`src/rtl/pcm_pkg.sv`:
```
package pcm_pkg;
  // sync width thresholds, in falling bit-clock edges seen while sync is high
  localparam int unsigned WIDTH_BITS = 2;
  localparam logic [WIDTH_BITS-1:0] WIDTH_SIG  = 2'd2;
  localparam logic [WIDTH_BITS-1:0] WIDTH_LONG = 2'd3;

  typedef enum logic [1:0] {
    SYNC_RUNT = 2'd0,
    SYNC_SIG  = 2'd1,
    SYNC_LONG = 2'd2
  } sync_class_e;

  function automatic sync_class_e classify(input logic [WIDTH_BITS-1:0] w);
    if (w >= WIDTH_LONG)     return SYNC_LONG;
    else if (w == WIDTH_SIG) return SYNC_SIG;
    else                     return SYNC_RUNT;
  endfunction
endpackage

```
`src/rtl/pcm_sync.sv`:
```
module pcm_sync #(
  parameter int N      = 1,
  parameter int STAGES = 2
) (
  input  logic         clk,
  input  logic         rst_n,
  input  logic [N-1:0] async_i,
  output logic [N-1:0] sync_o
);
  logic [N-1:0] pipe [STAGES];

  generate
    for (genvar g = 0; g < STAGES; g++) begin : g_stage
      always_ff @(posedge clk or negedge rst_n) begin
        if (!rst_n) pipe[g] <= '0;
        else if (g == 0) pipe[g] <= async_i;
        else pipe[g] <= pipe[(g == 0) ? 0 : g-1];
      end
    end
  endgenerate

  assign sync_o = pipe[STAGES-1];
endmodule

```
`src/rtl/pcm_width_meter.sv`:
```
module pcm_width_meter
  import pcm_pkg::*;
(
  input  logic                  clk,
  input  logic                  rst_n,
  input  logic                  fs_rise,
  input  logic                  fs_lvl,
  input  logic                  bclk_fall,
  output logic [WIDTH_BITS-1:0] width_d
);
  logic [WIDTH_BITS-1:0] width_q;

  always_comb begin
    width_d = width_q;
    if (fs_rise) width_d = '0;
    else if (fs_lvl && bclk_fall && width_q != WIDTH_LONG) width_d = width_q + 1'b1;
  end

  always_ff @(posedge clk or negedge rst_n) begin
    if (!rst_n) width_q <= '0;
    else width_q <= width_d;
  end
endmodule

```
`src/rtl/pcm_tx.sv`:
```
module pcm_tx
  import pcm_pkg::*;
#(
  parameter int DW     = 8,
  parameter int STAGES = 2
) (
  input  logic          clk,
  input  logic          rst_n,
  input  logic          bclk_i,
  input  logic          fs_i,
  input  logic [DW-1:0] data_i,
  input  logic          valid_i,
  output logic          ready_o,
  output logic          dout_o,
  output logic          oe_o,
  output logic          long_o
);
  localparam int CW = $clog2(DW + 1);
  localparam logic [CW-1:0] LAST = CW'(DW);

  logic [1:0] s;
  logic bclk, fs, bclk_q, fs_q;
  logic b_rise, b_fall, f_rise, f_fall;
  logic [WIDTH_BITS-1:0] width_d;

  pcm_sync #(.N(2), .STAGES(STAGES)) u_sync (
    .clk(clk), .rst_n(rst_n), .async_i({fs_i, bclk_i}), .sync_o(s)
  );
  assign bclk = s[0];
  assign fs   = s[1];

  always_ff @(posedge clk or negedge rst_n) begin
    if (!rst_n) begin
      bclk_q <= 1'b0;
      fs_q   <= 1'b0;
    end else begin
      bclk_q <= bclk;
      fs_q   <= fs;
    end
  end

  assign b_rise = bclk & ~bclk_q;
  assign b_fall = ~bclk & bclk_q;
  assign f_rise = fs & ~fs_q;
  assign f_fall = ~fs & fs_q;

  pcm_width_meter u_meter (
    .clk(clk), .rst_n(rst_n), .fs_rise(f_rise), .fs_lvl(fs),
    .bclk_fall(b_fall), .width_d(width_d)
  );

  logic [DW-1:0] hold, shreg;
  logic          full, active, oe, tail, longm;
  logic [CW-1:0] nsent;
  logic          done_ev;

  assign done_ev = tail | (b_fall && nsent == LAST);

  always_ff @(posedge clk or negedge rst_n) begin
    if (!rst_n) begin
      hold   <= '1;
      full   <= 1'b0;
      shreg  <= '0;
      active <= 1'b0;
      oe     <= 1'b0;
      tail   <= 1'b0;
      nsent  <= '0;
      longm  <= 1'b1;
    end else begin
      if (f_rise && !active) begin
        full <= 1'b0;
        if (longm) begin
          active <= 1'b1;
          shreg  <= hold;
          nsent  <= '0;
          if (bclk) begin
            oe    <= 1'b1;
            nsent <= CW'(1);
          end
        end
      end else if (active) begin
        if (b_rise) begin
          if (nsent == '0) begin
            oe    <= 1'b1;
            nsent <= CW'(1);
          end else if (nsent < LAST) begin
            shreg <= {shreg[DW-2:0], 1'b0};
            nsent <= nsent + 1'b1;
          end
        end
        if (b_fall && nsent == LAST) tail <= 1'b1;
        if (done_ev && !fs) begin
          oe     <= 1'b0;
          active <= 1'b0;
          tail   <= 1'b0;
        end
      end
      if (valid_i && !full) begin
        hold <= data_i;
        full <= 1'b1;
      end
      if (f_fall) longm <= (classify(width_d) == SYNC_LONG);
    end
  end

  assign ready_o = ~full;
  assign oe_o    = oe;
  assign dout_o  = oe & shreg[DW-1];
  assign long_o  = longm;
endmodule

```
`src/rtl/pcm_rx.sv`:
```
module pcm_rx
  import pcm_pkg::*;
#(
  parameter int DW     = 8,
  parameter int STAGES = 2
) (
  input  logic          clk,
  input  logic          rst_n,
  input  logic          bclk_i,
  input  logic          fs_i,
  input  logic          din_i,
  output logic [DW-1:0] data_o,
  output logic          valid_o,
  output logic          sig_o,
  output logic          err_o
);
  localparam int CW = $clog2(DW + 1);
  localparam logic [CW-1:0] LAST = CW'(DW - 1);

  logic [2:0] s;
  logic bclk, fs, din, bclk_q, fs_q, b_fall, f_rise;
  logic [WIDTH_BITS-1:0] width_d;

  pcm_sync #(.N(3), .STAGES(STAGES)) u_sync (
    .clk(clk), .rst_n(rst_n), .async_i({din_i, fs_i, bclk_i}), .sync_o(s)
  );
  assign bclk = s[0];
  assign fs   = s[1];
  assign din  = s[2];

  always_ff @(posedge clk or negedge rst_n) begin
    if (!rst_n) begin
      bclk_q <= 1'b0;
      fs_q   <= 1'b0;
    end else begin
      bclk_q <= bclk;
      fs_q   <= fs;
    end
  end

  assign b_fall = ~bclk & bclk_q;
  assign f_rise = fs & ~fs_q;

  pcm_width_meter u_meter (
    .clk(clk), .rst_n(rst_n), .fs_rise(f_rise), .fs_lvl(fs),
    .bclk_fall(b_fall), .width_d(width_d)
  );

  logic          active;
  logic [CW-1:0] nrx;
  logic [DW-1:0] shreg;

  always_ff @(posedge clk or negedge rst_n) begin
    if (!rst_n) begin
      active  <= 1'b0;
      nrx     <= '0;
      shreg   <= '0;
      data_o  <= '0;
      valid_o <= 1'b0;
      sig_o   <= 1'b0;
      err_o   <= 1'b0;
    end else begin
      valid_o <= 1'b0;
      if (f_rise) begin
        active <= 1'b1;
        nrx    <= '0;
      end else if (active && b_fall) begin
        shreg <= {shreg[DW-2:0], din};
        if (nrx == LAST) begin
          data_o  <= {shreg[DW-2:0], din};
          valid_o <= 1'b1;
          sig_o   <= (classify(width_d) == SYNC_SIG);
          err_o   <= (classify(width_d) == SYNC_RUNT);
          active  <= 1'b0;
        end else begin
          nrx <= nrx + 1'b1;
        end
      end
    end
  end
endmodule

```
`src/rtl/pcm_dec_timer.sv`:
```
module pcm_dec_timer #(
  parameter int DLY_W = 8
) (
  input  logic             clk,
  input  logic             rst_n,
  input  logic             start_i,
  input  logic [DLY_W-1:0] dly_i,
  output logic             strobe_o
);
  logic [DLY_W-1:0] cnt, eff;
  logic             busy;

  assign eff = (dly_i == '0) ? DLY_W'(1) : dly_i;

  always_ff @(posedge clk or negedge rst_n) begin
    if (!rst_n) begin
      cnt      <= '0;
      busy     <= 1'b0;
      strobe_o <= 1'b0;
    end else begin
      strobe_o <= 1'b0;
      if (start_i) begin
        cnt  <= eff;
        busy <= 1'b1;
      end else if (busy) begin
        if (cnt == DLY_W'(1)) begin
          strobe_o <= 1'b1;
          busy     <= 1'b0;
        end
        cnt <= cnt - 1'b1;
      end
    end
  end
endmodule

```
`src/rtl/pcm_lf_port.sv`:
```
module pcm_lf_port #(
  parameter int DW          = 8,
  parameter int SYNC_STAGES = 2,
  parameter int DLY_W       = 8
) (
  input  logic             clk,
  input  logic             rst_n,
  input  logic             tx_bclk,
  input  logic             tx_fsync,
  input  logic [DW-1:0]    tx_data,
  input  logic             tx_valid,
  output logic             tx_ready,
  output logic             tx_dout,
  output logic             tx_oe,
  output logic             tx_long,
  input  logic             rx_bclk,
  input  logic             rx_fsync,
  input  logic             rx_din,
  output logic [DW-1:0]    rx_data,
  output logic             rx_valid,
  output logic             rx_sig,
  output logic             rx_err,
  input  logic [DLY_W-1:0] dec_dly,
  output logic             dec_strobe
);
  pcm_tx #(.DW(DW), .STAGES(SYNC_STAGES)) u_tx (
    .clk(clk), .rst_n(rst_n), .bclk_i(tx_bclk), .fs_i(tx_fsync),
    .data_i(tx_data), .valid_i(tx_valid), .ready_o(tx_ready),
    .dout_o(tx_dout), .oe_o(tx_oe), .long_o(tx_long)
  );

  pcm_rx #(.DW(DW), .STAGES(SYNC_STAGES)) u_rx (
    .clk(clk), .rst_n(rst_n), .bclk_i(rx_bclk), .fs_i(rx_fsync),
    .din_i(rx_din), .data_o(rx_data), .valid_o(rx_valid),
    .sig_o(rx_sig), .err_o(rx_err)
  );

  pcm_dec_timer #(.DLY_W(DLY_W)) u_tmr (
    .clk(clk), .rst_n(rst_n), .start_i(rx_valid), .dly_i(dec_dly),
    .strobe_o(dec_strobe)
  );
endmodule

```
`config.mk`:
```
export PLATFORM = sky130hd
export DESIGN_NAME = pcm_lf_port
export DESIGN_NICKNAME = d
export VERILOG_FILES = /design/src/rtl/pcm_pkg.sv /design/src/rtl/pcm_sync.sv /design/src/rtl/pcm_width_meter.sv /design/src/rtl/pcm_tx.sv /design/src/rtl/pcm_rx.sv /design/src/rtl/pcm_dec_timer.sv /design/src/rtl/pcm_lf_port.sv
export SDC_FILE = /design/constraint.sdc
export NUM_CORES = 1
export LEC_CHECK = 0
export ABC_CLOCK_PERIOD_IN_PS = 5470
export BUFFER_PORTS_ARGS = -buffer_cell sky130_fd_sc_hd__buf_2
export CAP_MARGIN = 20
export CORE_MARGIN = 2
export CORE_UTILIZATION = 45
export DETAILED_ROUTE_END_ITERATION = 10
export MAX_ROUTING_LAYER = met4
export SYNTH_ARGS = -nofsm -noshare
export SYNTH_HDL_FRONTEND = slang
export SYNTH_SLANG_ARGS = --single-unit
```
`constraint.sdc`:
```
create_clock -name clk -period 5.47 [get_ports clk]
set_clock_uncertainty 0.2 [all_clocks]
set_input_delay 0.2735 -clock clk [delete_from_list [all_inputs] [get_ports clk]]
set_output_delay 0.2735 -clock clk [all_outputs]
set_load 0.01 [all_outputs]
```
==> impl_metrics.ini <==
[sta]
rsz0062_at_grt = no
tns_ps = 0
fmax_mhz = 421
worst_hold_slack_ps = 38.0
setup_slack_ps = 3090
layout_min_cycle_time_ps = 2380
maxSlewHeadroom_pct = 34.3
tightest_slew_ps = 973
finalSetupViolCount = 0
drv_slew = 0
fin_crit_sh_pct = 43.4
hold_violations = 0

[global_route]
grt_pass1_wl_microns = 9690
track_usage_pct = 16.7
grt_pass1_vias = 2083
grt-ovfl-total = 0
met2_usage_pct = 23.1
use_met3_pct = 5.54
antenna_found_initial = 0
grt_max_degree = 77
grt_use_met1_pct = 22.9
busiest_layer = met2

[placed_design]
dp_slack_ps = 3110
dpl_cell_area_sq_um = 3580
gp_congestion = 0.779
io_buffers = 39
dp_hpwl_microns = 3670

[synthesis]
yosys-top-cells-area = dfrtp_1 51%, mux2_2 8.6%, dfstp_2 7.2%
async_reset_ff_share_pct = 100
synthCells = 262
synth-seq-area-share_pct = 58.4
synthesis.nets = 293
synth_largest_area_cell = dfrtp_1
synth_edf_count = 0
avgSynthCellArea_sq_um = 12.5
synth_flop_cell = dfrtp_1
synth_warnings = 0
yosys_register_bits = 76
synth_top_area_share_pct = 51.2
ys_types = 52
synth_area_sq_um = 3280

[run_status]
status = finished clean

[clock_tree]
htreeDepth = 3
clk_pin_slew_worst_paths_ps = 80
cts_tree = built
cts_buffer_depth = 2
worstSkewPairLatency_ps = 350
cts_root_buf = clkbuf_8
cts.sinks = 76
cts-buffers-inserted = 9
postCtsSetupBuffers = 0

[floorplan]
ioPinCount = 40
row_count = 31
die_h_microns = 89.3
die_w_microns = 89.3
core_area_sq_um = 7140
dieArea_sq_um = 7980
initial_core_util_pct = 45.9

[finish]
area_growth_pct = 21.9
layout_common_cells = 67 x dfrtp_1, 38 x buf_2, 25 x mux2_2
diodes = 0
final_common_cell = dfrtp_1
drive_gt1_share_pct = 32.3
final_nets = 357
final_area_sq_um = 3990

[worst_setup_path]
crit_path_start_kind = flop
r2r_setup_slack_ps = 3090
critPathCaptureType = flop
critPathMaxFanout = 8
r2r_cells = 3
crit_path_end = u_tx.shreg[3]
required_ps = 5510
r2r-end = u_tx.shreg[3]
startpoint = u_tx.active
worst_ep_arrival_time_ps = 2410
worstSetupPathType = reg2reg
worstReg2RegStart = u_tx.active

[detailed_routing]
drt_pass1_iterations = 5
wl_microns = 5650
postRouteAntennaNets = 0
drcViolationCount = 0
viasPerCell = 5.07
routedWlPerCell_microns = 13.1
vias = 2182
drtIter0Drc = 98

[power]
leakage_nw = 1.79
vdd_ir_drop_max_uv = 222
design_power_total_mw = 1.44
powerDensity_nw_per_um2 = 360

[job]
maxCapViolCount = 0

[min_path]
hp-class = in2reg
power breakdown:
group	internal (mW)	switching, mW
Combinational	0.146	0.0951
Sequential	0.692	0.0759
Clock	0.225	0.205
Total	1.06	0.376
synth_stat cells (3+ instances only):
library cell and count:
inv_1 12, dfstp_2 9, dfrtp_1 67, or4_1 4, nand3_1 5, nor3_1 3
a21o_1 4, clkbuf_1 6, xnor2_1 3, nand2b_1 12, mux2_2 25, o221a_2 7
o31ai_1 3, ha_1 7, nor2_1 9, a31oi_1 4, nand2_1 14, nor2b_1 7
a21oi_1 4, o21ai_0 11, o211ai_1 4, nand3b_1 3, nor4bb_1 3
through the flow:
stage                     std cells  util (%)
after CTS                       430      55.9
after floorplan                 262         -
final                           430      55.9
after detailed placement        393      50.2
after global routing            430      55.9
after global placement          393      50.2
worst max-delay path: stages (launching register included):
cell and delay [ps]:
dfrtp_1 470, nor4bb_1 870, nand2_1 360, o221a_2 360
cell type report:
class                   count  area (sq um)
fillers                   644          3140
flip-flops and latches     76          1910
multi-input cells         165          1290
repair buffers             62           423
clock buffers              11           141
well taps                  99           124
clock inverters             5          60.1
inverters                  12          45.0
layer usage:
| layer | vias up | wire length [microns] |
|---|---|---|
| met4 | 0 | 84 |
| met2 | 38 | 2520 |
| li1 | 1087 | - |
| met5 | - | 0 |
| met3 | 8 | 222 |
| met1 | 1049 | 2830 |
cells by family after synthesis:
logic type                 Yosys count  share of synthesized area [%]
and+or+nand+nor                     78                           14.9
DFF                                 76                           58.4
AOI/OAI and AO/OA                   50                           11.6
muxes                               26                           8.90
buffers and inverters               21                           2.52
adders and majority gates            7                           2.67
xor gates and xnor gates             4                           1.07
state kept, by name (all words and copies together) (netlist names), 2 cells and up:
register,flops
u_tx.hold,8
u_rx.u_sync.sync_o,3
u_tx.u_sync.sync_o,2
u_tmr.cnt,8
u_tx.u_sync.pipe,2
u_rx.nrx,4
u_rx.u_meter.width_q,2
u_tx.nsent,4
u_rx.u_sync.pipe,3
u_rx.data_o,8
u_tx.shreg,8
u_rx.shreg,7
u_tx.u_meter.width_q,2
repair_timing:
item	4_1_cts	5_1_grt
endpoints found under the hold margin	87	0
hold buffers	21	0
gates resized for setup	0	0
worst min path at each step:
| stage | to | cells after the start | start | slack, ps |
|---|---|---|---|---|
| 5_1_grt | u_tmr.cnt[7] | 3 | dec_dly[7] | 30 |
| 6_report | u_tmr.cnt[7] | 3 | dec_dly[7] | 40 |
| 3_5_place_dp | u_rx.u_sync.sync_o[0] | 0 | u_rx.u_sync.pipe[3] | 130 |
| 3_3_place_gp | u_rx.u_sync.sync_o[2] | 0 | u_rx.u_sync.pipe[5] | 130 |
| 4_1_cts | u_tmr.cnt[7] | 3 | dec_dly[7] | 30 |
| 2_1_floorplan | u_rx.active | 0 | rst_n | -220 |
(Power assumes the default switching activity.)
